### src/rtl/walker_pkg.sv
package walker_pkg;

    localparam int SLOT_W  = 5;
    localparam int SLOTS   = 1 << SLOT_W;
    localparam int CLS_W   = 2;
    localparam int NUM_CLS = 3;
    localparam int ADDR_W  = CLS_W + SLOT_W;

    typedef enum logic [CLS_W-1:0] {
        CLS_ISO   = 2'd0,
        CLS_INT   = 2'd1,
        CLS_ASYNC = 2'd2,
        CLS_NONE  = 2'd3
    } sched_cls_t;

    typedef struct packed {
        logic              last;
        logic              skip;
        logic              done;
        logic              active;
        logic [SLOT_W-1:0] jump;
    } slot_ctl_t;

    localparam int CTL_W = $bits(slot_ctl_t);

    typedef enum logic [2:0] {
        W_IDLE,
        W_READ,
        W_DECIDE,
        W_XFER,
        W_STEP
    } walk_st_t;

    function automatic logic slot_wants_issue(slot_ctl_t c);
        return !c.skip && c.active && !c.done;
    endfunction

endpackage

### src/rtl/walker_class_pick.sv
module walker_class_pick
    import walker_pkg::*;
#(
    parameter int N_CLS = walker_pkg::NUM_CLS
) (
    input  logic [N_CLS-1:0] en,
    input  sched_cls_t       cur,
    input  logic             from_start,
    output sched_cls_t       pick
);
    always_comb begin
        pick = CLS_NONE;
        for (int i = N_CLS - 1; i >= 0; i--) begin
            if (en[i] && (from_start || i > int'(cur))) begin
                pick = sched_cls_t'(CLS_W'(i));
            end
        end
    end
endmodule

### src/rtl/walker_slot_step.sv
module walker_slot_step
    import walker_pkg::*;
#(
    parameter int SW = walker_pkg::SLOT_W
) (
    input  slot_ctl_t      ctl,
    input  logic [SW-1:0]  cur_slot,
    output logic [SW-1:0]  nxt_slot,
    output logic           class_end,
    output logic           issue
);
    localparam logic [SW-1:0] TOP_SLOT = {SW{1'b1}};

    logic jump_ok;

    always_comb begin
        jump_ok   = !ctl.skip && (ctl.jump > cur_slot);
        nxt_slot  = jump_ok ? ctl.jump : cur_slot + 1'b1;
        class_end = (!ctl.skip && ctl.last) || (!jump_ok && cur_slot == TOP_SLOT);
        issue     = slot_wants_issue(ctl);
    end
endmodule

### src/rtl/sched_walker.sv
module sched_walker
    import walker_pkg::*;
(
    input  logic                  clk,
    input  logic                  rst,
    input  logic                  frame_start,
    input  logic [NUM_CLS-1:0]    sched_en,
    output logic                  mem_rd_en,
    output logic [ADDR_W-1:0]     mem_rd_addr,
    input  logic [CTL_W-1:0]      mem_rd_data,
    output logic                  txn_req,
    output logic [CLS_W-1:0]      txn_class,
    output logic [SLOT_W-1:0]     txn_slot,
    input  logic                  txn_done,
    output logic                  busy
);
    walk_st_t          st_q;
    sched_cls_t        cls_q;
    logic [SLOT_W-1:0] slot_q;
    logic [SLOT_W-1:0] nxt_q;
    logic              end_q;

    sched_cls_t        pick;
    slot_ctl_t         ctl;
    logic [SLOT_W-1:0] step_nxt;
    logic              step_end;
    logic              step_issue;

    assign ctl = slot_ctl_t'(mem_rd_data);

    walker_class_pick #(.N_CLS(NUM_CLS)) u_pick (
        .en         (sched_en),
        .cur        (cls_q),
        .from_start (st_q == W_IDLE),
        .pick       (pick)
    );

    walker_slot_step #(.SW(SLOT_W)) u_step (
        .ctl       (ctl),
        .cur_slot  (slot_q),
        .nxt_slot  (step_nxt),
        .class_end (step_end),
        .issue     (step_issue)
    );

    always_ff @(posedge clk) begin
        if (rst) begin
            st_q   <= W_IDLE;
            cls_q  <= CLS_ISO;
            slot_q <= '0;
            nxt_q  <= '0;
            end_q  <= 1'b0;
        end else begin
            unique case (st_q)
                W_IDLE: begin
                    if (frame_start && pick != CLS_NONE) begin
                        cls_q  <= pick;
                        slot_q <= '0;
                        st_q   <= W_READ;
                    end
                end
                W_READ: st_q <= W_DECIDE;
                W_DECIDE: begin
                    nxt_q <= step_nxt;
                    end_q <= step_end;
                    st_q  <= step_issue ? W_XFER : W_STEP;
                end
                W_XFER: begin
                    if (txn_done) st_q <= W_STEP;
                end
                W_STEP: begin
                    if (end_q) begin
                        if (pick == CLS_NONE) begin
                            st_q <= W_IDLE;
                        end else begin
                            cls_q  <= pick;
                            slot_q <= '0;
                            st_q   <= W_READ;
                        end
                    end else begin
                        slot_q <= nxt_q;
                        st_q   <= W_READ;
                    end
                end
                default: st_q <= W_IDLE;
            endcase
        end
    end

    assign busy        = (st_q != W_IDLE);
    assign mem_rd_en   = (st_q == W_READ);
    assign mem_rd_addr = {cls_q, slot_q};
    assign txn_req     = (st_q == W_XFER);
    assign txn_class   = cls_q;
    assign txn_slot    = slot_q;
endmodule

### config.mk
export PLATFORM = sky130hd
export DESIGN_NAME = sched_walker
export DESIGN_NICKNAME = d
export VERILOG_FILES = /design/src/rtl/walker_pkg.sv /design/src/rtl/walker_class_pick.sv /design/src/rtl/walker_slot_step.sv /design/src/rtl/sched_walker.sv
export SDC_FILE = /design/constraint.sdc
export NUM_CORES = 1
export LEC_CHECK = 0
export ABC_CLOCK_PERIOD_IN_PS = 4500
export CAP_MARGIN = 25
export CORE_MARGIN = 5
export CORE_UTILIZATION = 50
export DETAILED_ROUTE_END_ITERATION = 12
export PLACE_DENSITY = 0.86
export SYNTH_ARGS = -nofsm -noshare
export SYNTH_HDL_FRONTEND = slang
export SYNTH_SLANG_ARGS = --single-unit
### constraint.sdc
create_clock -name clk -period 4.5 [get_ports clk]
set_input_delay 0.9 -clock clk [delete_from_list [all_inputs] [get_ports clk]]
set_output_delay 0.9 -clock clk [all_outputs]
set_load 0.01 [all_outputs]
==> results summary, run 1 <==
The run finished with clean final reports. During I/O placement, the number of pins put on the boundary was 33. The core utilization of the finished layout came out at about two thirds. The width of the die came out at 56.7 um. After floorplanning, the core was divided into 17 placement rows.

The most common cell after layout, fill and taps aside is sky130_fd_sc_hd__clkdlybuf4s50_1. By area the synthesized netlist is led by sky130_fd_sc_hd__dfxtp_1 (29%), sky130_fd_sc_hd__ha_1 (8.0%), sky130_fd_sc_hd__buf_4 (4.8%). The slack of the worst reg-to-reg path is 2.41 ns.

The tool flagged a number of max-cap violations equal to 0. The share of synthesized area occupied by flip-flops and latches is between 20% and 30%. The leftover overflow at the end of global routing is 0.

Summing the areas of all fa, ha and maj instances in the mapped netlist gives 8.04% of the synthesized area. CTS built an H-tree with a depth of 1. On the worst path, the slowest cell contributes a delay of 0.45 ns. The area of the die is 0.00321 mm2.

For the pin with the worst max-slew slack, the measured transition is 0.547 ns. The number of nets produced by synthesis came out at 150. Global routing used between 15 and 20% of the available tracks across all layers. After detailed routing, the number of vias per cell comes to 5.64. The largest individual stage delay along the critical path comes from the cell sky130_fd_sc_hd__clkdlybuf4s50_1. Dividing total power by cell area gives a power density of 271 mW/mm2. For the final routed database, the setup TNS stands at 0 ns. The area taken by flip-flops and latches came out at 320 um2.

The number of flops mapped to enable cells by yosys came out at 0. Compared with the post-synthesis result, the final layout area differs by 27.8%. The completed layout was analyzed and its total power is 0.377 mW. The first global-routing pass estimated 4310 um of wire. The path class of the tightest hold or removal check is register to register.

The fraction of synthesized cell area in xor and xnor cells is 1.61%. After synthesis, the largest family of logic cells by area is simple AND/OR/NAND/NOR gates. The largest net degree at the start of global routing came out at 15.

The total instance count after detailed placement came out at approximately 180. The total of warnings raised by yosys is 0. Leaving out fill and tap cells, the most frequent cells in the layout are sky130_fd_sc_hd__clkdlybuf4s50_1 (32), sky130_fd_sc_hd__dfxtp_1 (16), sky130_fd_sc_hd__nor2_1 (13), sky130_fd_sc_hd__nand2_1 (11), sky130_fd_sc_hd__ha_1 (7). The post-synthesis instance area came out at about 0.0011 mm2. The clock slew at the register clock pins of the worst setup and hold paths is about 0.1 ns.

The number of setup violations in the final report came out at 0. The layer flagged by global routing as most heavily used is met2. The met2 global-route usage came out at 29.9%. The via count is between 1000 and 1500. The remaining antenna violation count came out at 0. After clock tree synthesis, the flow added hold-fix buffers numbering 0. In the final routed layout, each cell accounts on average for 13.9 um. The largest total area in the synthesized netlist belongs to sky130_fd_sc_hd__dfxtp_1. The post-synthesis mux area share is ~4.9%. The required time of the critical path is about 4.7 ns.

The filler cell count in the final layout is 189. The dominant register cell in the synthesized netlist is sky130_fd_sc_hd__dfxtp_1. The repair_antennas step left the layout with diodes totalling 0. The final number of hold-violating endpoints is 0. The critical path class is input port to register.

The final instance area is approximately 0.0014 mm2. Summing the areas of all and, or, nand and nor instances in the mapped netlist gives 23.1% of the synthesized area. The area of the core is 0.00215 mm2.

The destination of the worst register-to-register timing path is nxt_q[0]. The count of final max-slew check failures is 0. In this run the biggest area consumer among cell types represents 29.4% of the synthesized area. The global routing met1 resource utilization came out at 18.7%. Broken down by cell family, the worst path's largest delay share belongs to compound AO/OA/AOI/OAI gates. Data arrives at the worst endpoint at 2.90 ns.

The critical path capture point type is a register. The DRC violation count after routing is 0. The post-cts resize count is 0. The total half-perimeter wirelength after legalization and detailed placement came out at 1990 um. Headroom to the max-slew limit came out at a little over three fifths. The met3 layer usage reported by global route is between 2 and 3%. The shortest period the worst path allows came out at 2.70 ns. Summing all placed instances gives a cell area of 0.00136 mm2. Counting flops with an async set or reset pin after synthesis yields a share of 0%. The cell sitting at the root of the clock tree is a sky130_fd_sc_hd__clkbuf_4. The reg-to-reg critical path startpoint is txn_slot[3]. The DRC violation total after the first TritonRoute iteration came out at 20. The worst hold path begins at nxt_q[3]. The total clock buffers created by CTS is 3. The number of stages on the worst hold path came out at 2. The initial utilization of the core area, before any placement, comes to 50.7%. The complex-gate fraction of the synthesized area came out at between 20% and 30%. The worst ir drop on vdd is 149 uV. The area used by multi-input combinational logic came out at around 660 um2. The count of non-filler cells in the finished layout is 179. The static leakage power came out at between 0.5 and 0.6 nW. The post-layout net count came out at 175.

The insertion delay of the later-clocked pin in the worst-skew pair is 0.28 ns. During placement, the flow inserted port buffers numbering 32. The final critical-path share of the clock period came out at 60.1%. Yosys mapped the design onto 43 distinct sky130hd cell types. The last weighted congestion value of the routability-driven placer came out at between 0.8 and 0.9. The number of storage elements in the synthesis netlist is 16. The critical path goes through clkdlybuf4s50_1 -> inv_1 -> ha_1 -> and3_1 -> a31o_2 -> a21oi_4 -> mux2_2 -> a211oi_1. The maximum buffer depth of the clock tree came out at 2. The number of clock sinks is 16. Measured in cells, the most critical reg-to-reg path has a length of 7. Wires add up to 2480 um.

The maximum fanout along the worst path is 5. The buffering stage count on the worst path with inverters included came out at 2. The worst clock skew is 0.0148 ns. Counting every instance in the synthesized netlist gives about 130. The startpoint type of the worst setup path is an input port. For hold timing, the worst endpoint is nxt_q[3]. The number of global-route vias before repair is 1012. The average footprint of a synthesized cell is 8.58 um2. The initial antenna violation count is 0. Cells with a size suffix above 1 make up roughly 11% of the layout. The upper clock frequency limit is approximately 370 MHz. Setup repair after global routing left no endpoint under its margin. Measured along the y axis, the die boundary spans 56.7 um. The number of search-and-repair iterations in the first detailed-routing pass is 4. TritonCTS built the clock tree. The post-CTS setup buffer count came out at 0.
worst min-delay path, cell delays in order, from the launching register on:
cell and delay, ns:
sky130_fd_sc_hd__dfxtp_1 0.32, sky130_fd_sc_hd__nand2_1 0.05, sky130_fd_sc_hd__a21oi_1 0.05
cell families after synthesis:
family	count (synthesis)
flip-flops	16
buffers and inverters	18
AO/OA/AOI/OAI	31
XOR/XNOR	2
adder cells (fa/ha/maj)	7
AND/OR/NAND/NOR	48
multiplexers	5
per-layer routing:
layer  vias up  part of all wire [%]
li1        498                     -
met1       475                    41
met4         0                   1.8
met3         6                   6.0
met5         -                     0
met2        30                    51
flip-flops by register name (all words and copies together), names as in the netlist:
register / flops
st_q: 3
txn_class: 2
nxt_q: 5
txn_slot: 5
end_q: 1
cells in the mapped netlist, types with 2 or more instances:
cell type                  number
sky130_fd_sc_hd__buf_4          7
sky130_fd_sc_hd__mux2i_1        2
sky130_fd_sc_hd__nor3_1         6
sky130_fd_sc_hd__nor2_1        13
sky130_fd_sc_hd__and3_1         2
sky130_fd_sc_hd__o221ai_1       2
sky130_fd_sc_hd__nor2b_1        2
sky130_fd_sc_hd__a211oi_1       3
sky130_fd_sc_hd__buf_6          2
sky130_fd_sc_hd__and2_1         2
sky130_fd_sc_hd__a31oi_1        2
sky130_fd_sc_hd__dfxtp_1       16
sky130_fd_sc_hd__a22o_1         4
sky130_fd_sc_hd__buf_2          2
sky130_fd_sc_hd__mux2_2         3
sky130_fd_sc_hd__or2_2          2
sky130_fd_sc_hd__inv_1          6
sky130_fd_sc_hd__nand2_1       11
sky130_fd_sc_hd__ha_1           7
sky130_fd_sc_hd__nand3_1        2
sky130_fd_sc_hd__o21ai_0        4
sky130_fd_sc_hd__a21oi_1        6
metrics by stage:
step                hold slack [ns]  worst slack [ns]
floorplan                     0.437              2.09
global placement              0.445              1.56
detailed placement            0.451              1.49
CTS                           0.464              1.79
global route                  0.507              1.69
finish                        0.460              1.80
how the worst max path moves through the flow:
stage,start,to,slack (ns),cells after the start
after floorplan,mem_rd_data[0],nxt_q[0],2.09,7
after global placement,mem_rd_data[0],nxt_q[0],1.56,8
after detailed placement,mem_rd_data[0],nxt_q[0],1.49,8
after CTS,mem_rd_data[0],nxt_q[0],1.79,8
after global routing,mem_rd_data[0],nxt_q[0],1.69,8
final,mem_rd_data[0],nxt_q[0],1.80,8
power breakdown:
part	switching (mW)	total [mW]	leakage [nW]	internal, mW
Combinational	0.0546	0.116	0.375	0.0610
Sequential	0.0176	0.169	0.130	0.152
Clock	0.0426	0.0917	0.0210	0.0491
final cells by class:
| type | count | share of cell area, % |
|---|---|---|
| clock buffers | 4 | 2.61 |
| well taps | 28 | 2.52 |
| flip-flops and latches | 16 | 23.0 |
| multi-input cells | 93 | 47.3 |
| repair buffers | 32 | 23.0 |
| inverters | 6 | 1.62 |
(Power assumes the default switching activity.)
==> run 2, diff against run 1 <==
- ABC_CLOCK_PERIOD_IN_PS: 4500 -> 2800
- CORE_UTILIZATION: 50 -> 46
- PLACE_DENSITY: 0.86 -> 0.81
- clock period: 4.5 -> 2.8 ns (I/O delays scaled with it)
==> run 2 against run 1 <==
Clock skew shrank 0.0077 ns. Die area is 7.1% higher. Sequential power rose by 61%. Wire length fell by 2.5%. Critical path depth is 1 lower. Largest cell class unchanged. Largest power group unchanged.
==> results summary, run 2 (synthesis gave the netlist of run 1 again) <==
The static leakage power is 0.526 nW. The internal power is 0.421 mW. The DRC violation count after routing came out at 0. The area of the core came out at between 0.002 and 0.0025 mm2. The slack of the worst reg-to-reg path is 0.64 ns. The clock network fraction of design power came out at 24.9%. Data on the critical path arrives at its endpoint at 2.58 ns. In this run, post-CTS hold repair placed 0 buffers. In this run the worst setup path begins at mem_rd_data[4]. The critical path capture point type is a register. The critical path class is input port to register.

Global routing finished with a remaining overflow of 0. The post-placement setup slack came out at 0.129 ns. The starting density of the core came out at slightly below 50%.

Summing all non-filler instances in the final layout gives an area of 0.00139 mm2. Setup repair after global routing left no endpoint under its margin. Counting cells, the worst reg-to-reg path comes to 7. The post-layout net count came out at around 180.

Summing all placed instances gives a cell area of ~0.0014 mm2. After detailed routing, the average wire length per cell comes to about 14 um. The number of clock buffers added by TritonCTS is 3.

The number of setup violations in the final report is 0. The width of the die came out at 58.7 um. The worst max-slew margin expressed relative to the limit came out at 64.5%. The wire length of the first global-routing pass is 3950 um. The power density over cell area is 436 mW/mm2.

The total wire length is between 2000 and 2500 um. In this run the core area contains 17 standard-cell rows. The worst path in the final design needs a cycle of about 2.4 ns, including I/O delays and setup.

The total half-perimeter wirelength after legalization and detailed placement is 1940 um. The via count is 972. In this run the worst hold path is classified as register to register.

The worst clock skew came out at 0.00706 ns. Routability-driven placement finished with a final weighted congestion of 0.874. The clock slew at the register clock pins of the worst setup and hold paths came out at ~0.09 ns. Leaving out fill and tap cells, the most frequent cell in the layout is sky130_fd_sc_hd__clkdlybuf4s50_1. The reg-to-reg critical path startpoint is txn_slot[3]. The repair_antennas step left the layout with diodes totalling 0. The area of the die is 0.00344 mm2. The number of clock sinks came out at 16. The upper clock frequency limit is approximately 420 MHz.

Relative to the synthesized area, the layout overhead comes to 27.8%. The largest net degree at the start of global routing is 15. The maximum level of the CTS H-tree came out at 1.

In this run the worst path has a maximum fanout of 5. The remaining antenna violation count came out at 0. Summed over all failing endpoints, the final setup total negative slack is 0 ns. The flow ran to the end, and the final reports show no timing, DRC or antenna violations. The insertion delay of the later-clocked pin in the worst-skew pair is 0.29 ns.

STA classifies the critical path startpoint as an input port. The worst slack on hold paths is 0.470 ns. The measured slew at the worst slew-check pin came out at approximately 0.53 ns.

The number of buffers added on ports is 32. The final number of hold-violating endpoints was 0. The design draws around 0.6 mW. After layout, the worst path uses 85.2% of the clock period.

The number of search-and-repair iterations in the first detailed-routing pass came out at 4. The count of final max-slew check failures came out at 0. The overall track demand over capacity in global routing is about 14%.

The net switching fraction of the power came out at 30.7%. The maximum buffer depth of the clock tree came out at 2. The library cells used most frequently in the layout, excluding fill and tap cells, are sky130_fd_sc_hd__clkdlybuf4s50_1 (32), sky130_fd_sc_hd__dfxtp_1 (16), sky130_fd_sc_hd__nor2_1 (13), sky130_fd_sc_hd__nand2_1 (11), sky130_fd_sc_hd__ha_1 (7). The number of vias per cell after detailed routing came out at 5.43. Across the VDD grid, the largest voltage drop is between 200 and 300 uV. The overall die height is 58.7 um. Post-CTS timing repair inserted 0 buffers for setup. The layout has 213 filler cells. The required time of the critical path came out at 2.99 ns. For this design the total switching power over the nets is 0.186 mW. Post-CTS repair changed the size of 0 cells.

The first routing iteration left 16 violations. In this run the worst setup path terminates at nxt_q[0]. The initial antenna violation count is 0. TritonCTS built the clock tree. The count of boundary I/O pins is 33.

The share of total power dissipated in sequential elements is 44.8%. The slack of the critical path is 0.415 ns. The number of global-route vias before repair came out at 917. The destination of the worst register-to-register timing path is nxt_q[0]. The share of final-layout standard cells stronger than drive strength 1 is between 10% and 20%. Clock tree synthesis selected as its root buffer the cell sky130_fd_sc_hd__clkbuf_4. The proportion of power drawn by combinational gates came out at 30.4%.

The reported max-cap violation count is 0.
## run 2: cell counts in the layout (fill, tap and decap cells not counted)
Identical to the previous run, type by type.
## run 2: cell type report
class	instances	area, um2	area share [%]
Inverter	6	22.5	1.62
Multi-Input combinational cell	93	658	47.3
Timing Repair Buffer	32	320	23.0
Sequential cell	16	320	23.0
Clock buffer	4	36.3	2.61
Tap cell	28	35.0	2.52
## run 2: worst max-delay path, cell delays in order
cell	delay (ns)
sky130_fd_sc_hd__clkdlybuf4s50_1	0.44
sky130_fd_sc_hd__ha_1	0.32
sky130_fd_sc_hd__and3_1	0.18
sky130_fd_sc_hd__a31o_2	0.28
sky130_fd_sc_hd__a21oi_4	0.21
sky130_fd_sc_hd__mux2_2	0.36
sky130_fd_sc_hd__a211oi_1	0.23
## run 2: power by group through the flow
stage	Combinational, mW	Sequential [mW]	Clock (mW)
floorplan	0.142	0.261	0
global placement	0.180	0.276	0
global route	0.203	0.275	0.165
detailed placement	0.185	0.277	0
finish	0.184	0.272	0.151
CTS	0.186	0.272	0.154
## run 2: through the flow
| stage | std cells | util (%) |
|---|---|---|
| final | 179 | 62.4 |
| after global routing | 179 | 62.4 |
| after CTS | 179 | 62.4 |
| after detailed placement | 175 | 60.7 |
| after global placement | 175 | 60.7 |
| after floorplan | 127 | - |
## run 2: how the worst min path moves through the flow
stage          startpoint        to  slack, ns  cells past startpoint
2_1_floorplan    nxt_q[2]  nxt_q[2]       0.44                      2
3_3_place_gp     nxt_q[2]  nxt_q[2]       0.44                      2
3_5_place_dp     nxt_q[3]  nxt_q[3]       0.45                      2
4_1_cts          nxt_q[3]  nxt_q[3]       0.46                      2
5_1_grt          nxt_q[3]  nxt_q[3]       0.49                      2
6_report         nxt_q[3]  nxt_q[3]       0.47                      2
## run 2: per-layer routing
| metal | up-vias | track usage, % | wire [um] |
|---|---|---|---|
| met3 | 7 | 2.85 | 152 |
| li1 | 501 | - | - |
| met4 | 0 | 6.80 | 53 |
| met5 | - | 0 | 0 |
| met2 | 30 | 24.2 | 1140 |
| met1 | 434 | 17.7 | 1080 |
==> run 3, diff against run 2 <==
- CTS_CLUSTER_SIZE: default -> 28
- GPL_ROUTABILITY_DRIVEN: default -> 1
==> results of run 3 <==
Final layout, timing and power as in run 2 (identical DEF).
